### src/rtl/uart_lockout_pkg.sv
// Shared types for the lockout receiver.
// Assumes: nothing beyond a standard SystemVerilog compiler.
package uart_lockout_pkg;

    // Frame reception phases
    typedef enum logic [1:0] {
        PH_IDLE  = 2'd0,
        PH_START = 2'd1,
        PH_DATA  = 2'd2,
        PH_STOP  = 2'd3
    } rx_phase_t;

endpackage

### src/rtl/rx_line_sync.sv
// Brings the asynchronous serial line into the clock domain.
// Assumes: the line idles high, so the stages reset to 1.
module rx_line_sync #(
    parameter int STAGES = 2
) (
    input  logic clk,
    input  logic rst_n,
    input  logic din,
    output logic dout
);

    logic [STAGES-1:0] stage_q;

    // Shift the raw line through the synchroniser chain
    always_ff @(posedge clk) begin
        if (!rst_n) stage_q <= '1;
        else        stage_q <= {stage_q[STAGES-2:0], din};
    end

    assign dout = stage_q[STAGES-1];

endmodule

### src/rtl/rx_frame_core.sv
// Oversampling receiver for frames of one start bit, DATA_BITS data bits
// sent LSB first, no parity and one stop bit. Checks the start bit at its
// centre, samples the data and stop bits at their centres, and raises
// either a gated valid strobe or a framing-error pulse per frame.
// Assumes: line_i is already synchronised; enable_i only gates the strobe.
module rx_frame_core
    import uart_lockout_pkg::*;
#(
    parameter int CLKS_PER_TICK = 814,
    parameter int OSR           = 16,
    parameter int DATA_BITS     = 8
) (
    input  logic                 clk,
    input  logic                 rst_n,
    input  logic                 line_i,
    input  logic                 enable_i,
    output logic [DATA_BITS-1:0] data_o,
    output logic                 valid_o,
    output logic                 ferr_o
);

    localparam int PW = (CLKS_PER_TICK > 1) ? $clog2(CLKS_PER_TICK) : 1;
    localparam int OW = $clog2(OSR);
    localparam int IW = (DATA_BITS > 1) ? $clog2(DATA_BITS) : 1;

    logic [PW-1:0]        pre_q;
    logic                 tick;
    rx_phase_t            phase_q;
    logic [OW-1:0]        sub_q;
    logic [IW-1:0]        idx_q;
    logic [DATA_BITS-1:0] shift_q;

    generate
        if (CLKS_PER_TICK > 1) begin : g_prescale
            // Divide the clock down to the oversample tick
            always_ff @(posedge clk) begin
                if (!rst_n)                             pre_q <= '0;
                else if (pre_q == PW'(CLKS_PER_TICK-1)) pre_q <= '0;
                else                                    pre_q <= pre_q + 1'b1;
            end
            assign tick = (pre_q == PW'(CLKS_PER_TICK-1));
        end else begin : g_no_prescale
            // Every clock is an oversample tick
            always_ff @(posedge clk) begin
                pre_q <= '0;
            end
            assign tick = 1'b1;
        end
    endgenerate

    // Frame phase sequencer with bit-centre sampling
    always_ff @(posedge clk) begin
        if (!rst_n) begin
            phase_q <= PH_IDLE;
            sub_q   <= '0;
            idx_q   <= '0;
            shift_q <= '0;
            data_o  <= '0;
            valid_o <= 1'b0;
            ferr_o  <= 1'b0;
        end else begin
            valid_o <= 1'b0;
            ferr_o  <= 1'b0;
            if (tick) begin
                case (phase_q)
                    PH_IDLE: begin
                        sub_q <= '0;
                        if (!line_i) phase_q <= PH_START;
                    end
                    PH_START: begin
                        if (sub_q == OW'(OSR/2-1)) begin
                            sub_q   <= '0;
                            idx_q   <= '0;
                            phase_q <= line_i ? PH_IDLE : PH_DATA;
                        end else begin
                            sub_q <= sub_q + 1'b1;
                        end
                    end
                    PH_DATA: begin
                        if (sub_q == OW'(OSR-1)) begin
                            sub_q   <= '0;
                            shift_q <= {line_i, shift_q[DATA_BITS-1:1]};
                            idx_q   <= idx_q + 1'b1;
                            if (idx_q == IW'(DATA_BITS-1)) phase_q <= PH_STOP;
                        end else begin
                            sub_q <= sub_q + 1'b1;
                        end
                    end
                    default: begin
                        if (sub_q == OW'(OSR-1)) begin
                            sub_q   <= '0;
                            phase_q <= PH_IDLE;
                            if (line_i) begin
                                data_o  <= shift_q;
                                valid_o <= enable_i;
                            end else begin
                                ferr_o  <= 1'b1;
                            end
                        end else begin
                            sub_q <= sub_q + 1'b1;
                        end
                    end
                endcase
            end
        end
    end

    // a frame yields a strobe or an error, never both
    assert_valid_xor_err_R2: assert property (@(posedge clk) disable iff (!rst_n)
        !(valid_o && ferr_o));

    // a strobe is one cycle wide
    assert_valid_single_R1: assert property (@(posedge clk) disable iff (!rst_n)
        valid_o |=> !valid_o);

endmodule

### src/rtl/ferr_window_guard.sv
// Counts framing errors over back-to-back windows of WINDOW_CYCLES clocks,
// locks out reception when the count passes ERR_LIMIT, and restores it
// with a one-cycle notice at the next window boundary.
// Assumes: ferr_i is a single-cycle pulse per bad frame.
module ferr_window_guard #(
    parameter int WINDOW_CYCLES = 125_000_000,
    parameter int ERR_LIMIT     = 100,
    parameter int CW            = $clog2(ERR_LIMIT+2)
) (
    input  logic          clk,
    input  logic          rst_n,
    input  logic          ferr_i,
    output logic          enable_o,
    output logic [CW-1:0] count_o,
    output logic          notice_o
);

    localparam int WW = (WINDOW_CYCLES > 1) ? $clog2(WINDOW_CYCLES) : 1;
    localparam logic [CW-1:0] CNT_MAX = '1;
    localparam logic [CW-1:0] LIMIT   = CW'(ERR_LIMIT);

    logic [WW-1:0] win_q;
    logic          wrap;

    assign wrap = (win_q == WW'(WINDOW_CYCLES-1));

    // Window timer, error tally, lockout state and release notice
    always_ff @(posedge clk) begin
        if (!rst_n) begin
            win_q    <= '0;
            count_o  <= '0;
            enable_o <= 1'b1;
            notice_o <= 1'b0;
        end else begin
            notice_o <= 1'b0;
            if (wrap) begin
                win_q   <= '0;
                count_o <= ferr_i ? CW'(1) : '0;
                if (!enable_o) begin
                    enable_o <= 1'b1;
                    notice_o <= 1'b1;
                end
            end else begin
                win_q <= win_q + 1'b1;
                if (ferr_i && count_o != CNT_MAX) count_o <= count_o + 1'b1;
                if (ferr_i && count_o >= LIMIT)   enable_o <= 1'b0;
            end
        end
    end

    // within a window the tally never moves backwards (no wrap)
    assert_no_overflow_R3: assert property (@(posedge clk) disable iff (!rst_n)
        (!wrap) |=> (count_o >= $past(count_o)));

    // being locked out implies the limit was passed
    assert_lock_needs_excess_R5: assert property (@(posedge clk) disable iff (!rst_n)
        !enable_o |-> (count_o > LIMIT));

    // the notice lasts one cycle and marks a rising enable
    assert_notice_single_R7: assert property (@(posedge clk) disable iff (!rst_n)
        notice_o |=> !notice_o);
    assert_notice_on_release_R7: assert property (@(posedge clk) disable iff (!rst_n)
        notice_o |-> (enable_o && !$past(enable_o)));

endmodule

### src/rtl/uart_lockout_rx.sv
// Top level: synchroniser, frame receiver and framing-error guard.
// Assumes: rxd idles high; default timing targets 9600 baud at 125 MHz.
module uart_lockout_rx #(
    parameter int CLKS_PER_TICK = 814,
    parameter int OSR           = 16,
    parameter int DATA_BITS     = 8,
    parameter int WINDOW_CYCLES = 125_000_000,
    parameter int ERR_LIMIT     = 100,
    parameter int CW            = $clog2(ERR_LIMIT+2)
) (
    input  logic                 clk,
    input  logic                 rst_n,
    input  logic                 rxd,
    output logic [DATA_BITS-1:0] rx_data,
    output logic                 rx_valid,
    output logic                 rx_en,
    output logic [CW-1:0]        err_cnt,
    output logic                 reenable_notice
);

    logic line_s;
    logic ferr;

    rx_line_sync #(.STAGES(2)) u_sync (
        .clk   (clk),
        .rst_n (rst_n),
        .din   (rxd),
        .dout  (line_s)
    );

    rx_frame_core #(
        .CLKS_PER_TICK (CLKS_PER_TICK),
        .OSR           (OSR),
        .DATA_BITS     (DATA_BITS)
    ) u_core (
        .clk      (clk),
        .rst_n    (rst_n),
        .line_i   (line_s),
        .enable_i (rx_en),
        .data_o   (rx_data),
        .valid_o  (rx_valid),
        .ferr_o   (ferr)
    );

    ferr_window_guard #(
        .WINDOW_CYCLES (WINDOW_CYCLES),
        .ERR_LIMIT     (ERR_LIMIT),
        .CW            (CW)
    ) u_guard (
        .clk      (clk),
        .rst_n    (rst_n),
        .ferr_i   (ferr),
        .enable_o (rx_en),
        .count_o  (err_cnt),
        .notice_o (reenable_notice)
    );

    // no strobe leaves the block while reception is locked out
    assert_no_valid_locked_R6: assert property (@(posedge clk) disable iff (!rst_n)
        rx_valid |-> rx_en);

endmodule

### config.mk
export PLATFORM = sky130hd
export DESIGN_NAME = uart_lockout_rx
export DESIGN_NICKNAME = d
export VERILOG_FILES = /design/src/rtl/uart_lockout_pkg.sv /design/src/rtl/rx_line_sync.sv /design/src/rtl/rx_frame_core.sv /design/src/rtl/ferr_window_guard.sv /design/src/rtl/uart_lockout_rx.sv
export SDC_FILE = /design/constraint.sdc
export NUM_CORES = 1
export LEC_CHECK = 0
export BUFFER_PORTS_ARGS = -buffer_cell sky130_fd_sc_hd__clkbuf_2
export CAP_MARGIN = 10
export CORE_ASPECT_RATIO = 1.4
export CORE_MARGIN = 3
export CORE_UTILIZATION = 60
export CTS_CLUSTER_DIAMETER = 120
export DETAILED_ROUTE_END_ITERATION = 10
export PLACE_DENSITY = 0.79
export SLEW_MARGIN = 0
export SYNTH_ARGS = -nofsm -noshare
export SYNTH_HDL_FRONTEND = slang
export SYNTH_SLANG_ARGS = --single-unit
### constraint.sdc
create_clock -name clk -period 2.23 [get_ports clk]
set_clock_uncertainty 0.1 [all_clocks]
set_input_delay 0.3345 -clock clk [delete_from_list [all_inputs] [get_ports clk]]
set_output_delay 0.3345 -clock clk [all_outputs]
set_load 0.005 [all_outputs]
==> results.json <==
{
  "criticalPathCategory": "reg -> reg",
  "status": "completed",
  "tritoncts.num_buffers": 9,
  "first_pass_iters": 4,
  "max_clock_freq_ghz": 0.473,
  "timing.hold.worst_endpoint": "u_sync.stage_q[0]",
  "min_delay_path_depth": 2,
  "cts_htree_levels": 3,
  "final-setup-viol-count": 0,
  "total_power_consumption_w": 0.00259,
  "drt_wl_total_um": 6620,
  "hold_crit_start": "rxd",
  "cpPeakStageDelay_ns": 0.57,
  "maxCapViolations": 0,
  "grt_pass1_vias": 2588,
  "chipHeight_um": 94.9,
  "grt_start_max_net_pins": 26,
  "initial_antenna_violation_count": 0,
  "clock-root-buffer": "sky130_fd_sc_hd__clkbuf_8",
  "synth_area_leader_cell": "sky130_fd_sc_hd__dfxtp_1",
  "synth_fp_nets": 391,
  "critPathMaxFanout": 10,
  "critPathCaptureType": "flop",
  "power.density_cell_area_nw_per_um2": 675,
  "timing.rr.start": "u_guard.win_q[0]",
  "fp.dieArea_um2": 6600,
  "fillCellCount": 406,
  "worst_ir_drop_vdd_uv": 601,
  "slew_violations": 0,
  "leakage_nw": 1.44,
  "die_x_um": 69.5,
  "grt_overflow": 0,
  "total_via_count_in_the_routed_design": 2781,
  "start_util_pct": 63.7,
  "crit_chain": "ha_1 -> nand4_1 -> or4_1 -> buf_4 -> or3_1 -> a21oi_1",
  "fin_nets": 423,
  "ioPinCount": 21,
  "synth_edf_count": 0,
  "clockBufferDepth": 2,
  "grt_first_pass_wirelength_um": 11300,
  "cts_resized": 0,
  "layoutNonFillerInstCount": 479,
  "cp_slowest_cell": "sky130_fd_sc_hd__or4_1",
  "post_detailed_route_via_to_cell_ratio": 5.81,
  "hpwl_um": 4610,
  "worst_setup_path_start_kind": "flop",
  "worstSkewPairLatency_ns": 0.35,
  "count_of_input_and_output_buffers": 20,
  "min_period_over_period_pct": 94.8,
  "multi_input_area_um2": 1780,
  "regArea_um2": 1500,
  "netlist_instances": 376,
  "n_antenna_cell": 0,
  "critical_path_arrival_ns": 2.30,
  "critical_path_required_ns": 2.42,
  "layout_min_cycle_time_ns": 2.11,
  "route.detailed.drc": 0,
  "synth.yosys.warnings": 0,
  "share_of_cells_above_drive_strength_1_pct": 13.3,
  "hold_slack_ns": 0.0634,
  "yosys_most_used_dff": "sky130_fd_sc_hd__dfxtp_1",
  "syn_to_final_growth_pct": 13.4,
  "worst-slew-pin-transition_ns": 0.467,
  "count_of_different_cell_masters_after_synthesis": 46,
  "worst_r2r_endpoint": "u_guard.win_q[22]",
  "timing.hold.worst.class": "in -> reg",
  "ys_seq_area_share_pct": 44.3,
  "cts.sink_count": 75,
  "global_route.usage.total_pct": 21.4,
  "cts.repair_timing.setup_buffer_count": 0,
  "netlist.area_leader.share_pct": 44.3,
  "synth-seq-cells": 75,
  "timing.setup.tns_ns": 0,
  "hold_viol_final": 0,
  "final_non_filler_cell_area_um2": 3840,
  "row_count": 31,
  "drt_iter0_markers": 190,
  "clock_tree_from_tritoncts": "done",
  "relSlewSlack_pct": 68.6,
  "antenna_violating_nets_post_route": 0,
  "synth_async_sr_flop_share_pct": 0,
  "setup.reg_to_reg.worst_slack_ns": 0.12,
  "netlist_top_cells_area": "sky130_fd_sc_hd__dfxtp_1 (44%), sky130_fd_sc_hd__mux2i_1 (5.9%), sky130_fd_sc_hd__nand2_1 (4.9%), sky130_fd_sc_hd__ha_1 (4.4%), sky130_fd_sc_hd__xnor2_1 (4.1%)",
  "design.core.area_um2": 5310,
  "post_drt_wl_per_cell_um": 13.8,
  "post_place_instance_area_um2": 3610,
  "cts_hold_buffers": 0,
  "syn_area_per_cell_um2": 9.01,
  "syn-cell-area_um2": 3390,
  "setup_repair_after_global_routing_missed_its_margin": "no",
  "worst_setup_hold_path_clk_slew_ns": 0.07,
  "gp_congestion": 0.851,
  "worstRegToRegCells": 6,
  "placed_cells": 463
}
placed cells by master, fill, tap and decap left out, types with 12 or more instances in the layout:
cell,instances
sky130_fd_sc_hd__dfxtp_1,75
sky130_fd_sc_hd__nand2_1,44
sky130_fd_sc_hd__nor2_1,34
sky130_fd_sc_hd__nand3_1,21
sky130_fd_sc_hd__mux2i_1,20
sky130_fd_sc_hd__clkbuf_2,20
sky130_fd_sc_hd__a21oi_1,17
sky130_fd_sc_hd__xnor2_1,16
sky130_fd_sc_hd__inv_1,15
sky130_fd_sc_hd__o21ai_0,14
sky130_fd_sc_hd__or3_1,14
sky130_fd_sc_hd__ha_1,12
sky130_fd_sc_hd__buf_4,12
power breakdown:
| part | switching (W) | total [W] | leakage (nW) | internal (W) |
|---|---|---|---|---|
| registers | 0.0000118 | 0.00136 | 0.606 | 0.00135 |
| logic | 0.0000334 | 0.0000513 | 0.720 | 0.0000179 |
| clock network | 0.000492 | 0.00118 | 0.113 | 0.000690 |
cell families after synthesis:
| kind of cell | count (synthesis) | share of synthesized area [%] |
|---|---|---|
| adder cells (fa/ha/maj) | 12 | 4.43 |
| AND/OR/NAND/NOR | 171 | 27.4 |
| XOR/XNOR | 24 | 6.21 |
| multiplexers | 21 | 6.24 |
| buffers and inverters | 26 | 3.10 |
| AO/OA/AOI/OAI | 47 | 8.28 |
| flip-flops | 75 | 44.3 |
critical path: cells and delay by family (launching register included):
family	cells	cell delay (ns)
AND/OR/NAND/NOR	3	1.04
flip-flops	1	0.39
adder cells (fa/ha/maj)	1	0.19
buffers and inverters	1	0.19
AO/OA/AOI/OAI	1	0.14
registers in the layout (all words and copies together) (netlist names):
register	count
u_guard.notice_o	1
u_guard.count_o	7
u_core.data_o	8
u_core.shift_q	8
u_core.valid_o	1
u_core.phase_q	2
u_core.idx_q	3
u_sync.stage_q	2
u_guard.win_q	27
u_guard.enable_o	1
u_core.ferr_o	1
u_core.sub_q	4
u_core.pre_q	10
layer usage:
| layer | GRT usage (%) | up-vias | part of all wire, % | wire (um) |
|---|---|---|---|---|
| met4 | 10.6 | 0 | 2.6 | 169 |
| met3 | 6.07 | 19 | 3.6 | 237 |
| met5 | 0 | - | 0 | 0 |
| met2 | 37.3 | 56 | 51 | 3350 |
| li1 | - | 1403 | - | - |
| met1 | 23.9 | 1303 | 43 | 2870 |
layout make-up:
cell class	instances	share of cell area (%)
flip-flops and latches	75	39.1
multi-input cells	275	46.4
well taps	66	2.15
clock buffers	12	4.04
inverters	15	1.47
clock inverters	4	1.89
repair buffers	32	4.95
synthesized netlist by cell type (6+ instances only):
| library cell | n |
|---|---|
| sky130_fd_sc_hd__dfxtp_1 | 75 |
| sky130_fd_sc_hd__nand2_1 | 44 |
| sky130_fd_sc_hd__nor2_1 | 34 |
| sky130_fd_sc_hd__nand3_1 | 21 |
| sky130_fd_sc_hd__mux2i_1 | 20 |
| sky130_fd_sc_hd__a21oi_1 | 17 |
| sky130_fd_sc_hd__xnor2_1 | 16 |
| sky130_fd_sc_hd__inv_1 | 15 |
| sky130_fd_sc_hd__o21ai_0 | 14 |
| sky130_fd_sc_hd__or3_1 | 14 |
| sky130_fd_sc_hd__ha_1 | 12 |
| sky130_fd_sc_hd__nand4_1 | 10 |
| sky130_fd_sc_hd__nor4_1 | 8 |
| sky130_fd_sc_hd__xor2_1 | 8 |
| sky130_fd_sc_hd__clkbuf_1 | 7 |
| sky130_fd_sc_hd__nor3_1 | 7 |
| sky130_fd_sc_hd__and4_1 | 6 |
worst max-delay path by stage:
| stage | startpoint | endpoint | slack (ns) | cells after the start |
|---|---|---|---|---|
| floorplan | u_guard.win_q[0] | u_guard.win_q[22] | 0.19 | 6 |
| detailed placement | u_guard.win_q[0] | u_guard.win_q[22] | 0.16 | 6 |
| global placement | u_guard.win_q[0] | u_guard.win_q[22] | 0.21 | 6 |
| global route | u_guard.win_q[0] | u_guard.win_q[22] | 0.03 | 6 |
| finish | u_guard.win_q[0] | u_guard.win_q[22] | 0.12 | 6 |
| CTS | u_guard.win_q[0] | u_guard.win_q[22] | 0.12 | 6 |
per-stage QoR:
step	setup WS (ns)	util [%]
final	0.116	72.3
after global routing	0.0273	72.3
after CTS	0.117	72.3
after detailed placement	0.156	68.0
after global placement	0.213	68.0
after floorplan	0.188	-
No activity file was read; power rests on OpenSTA's default activity.
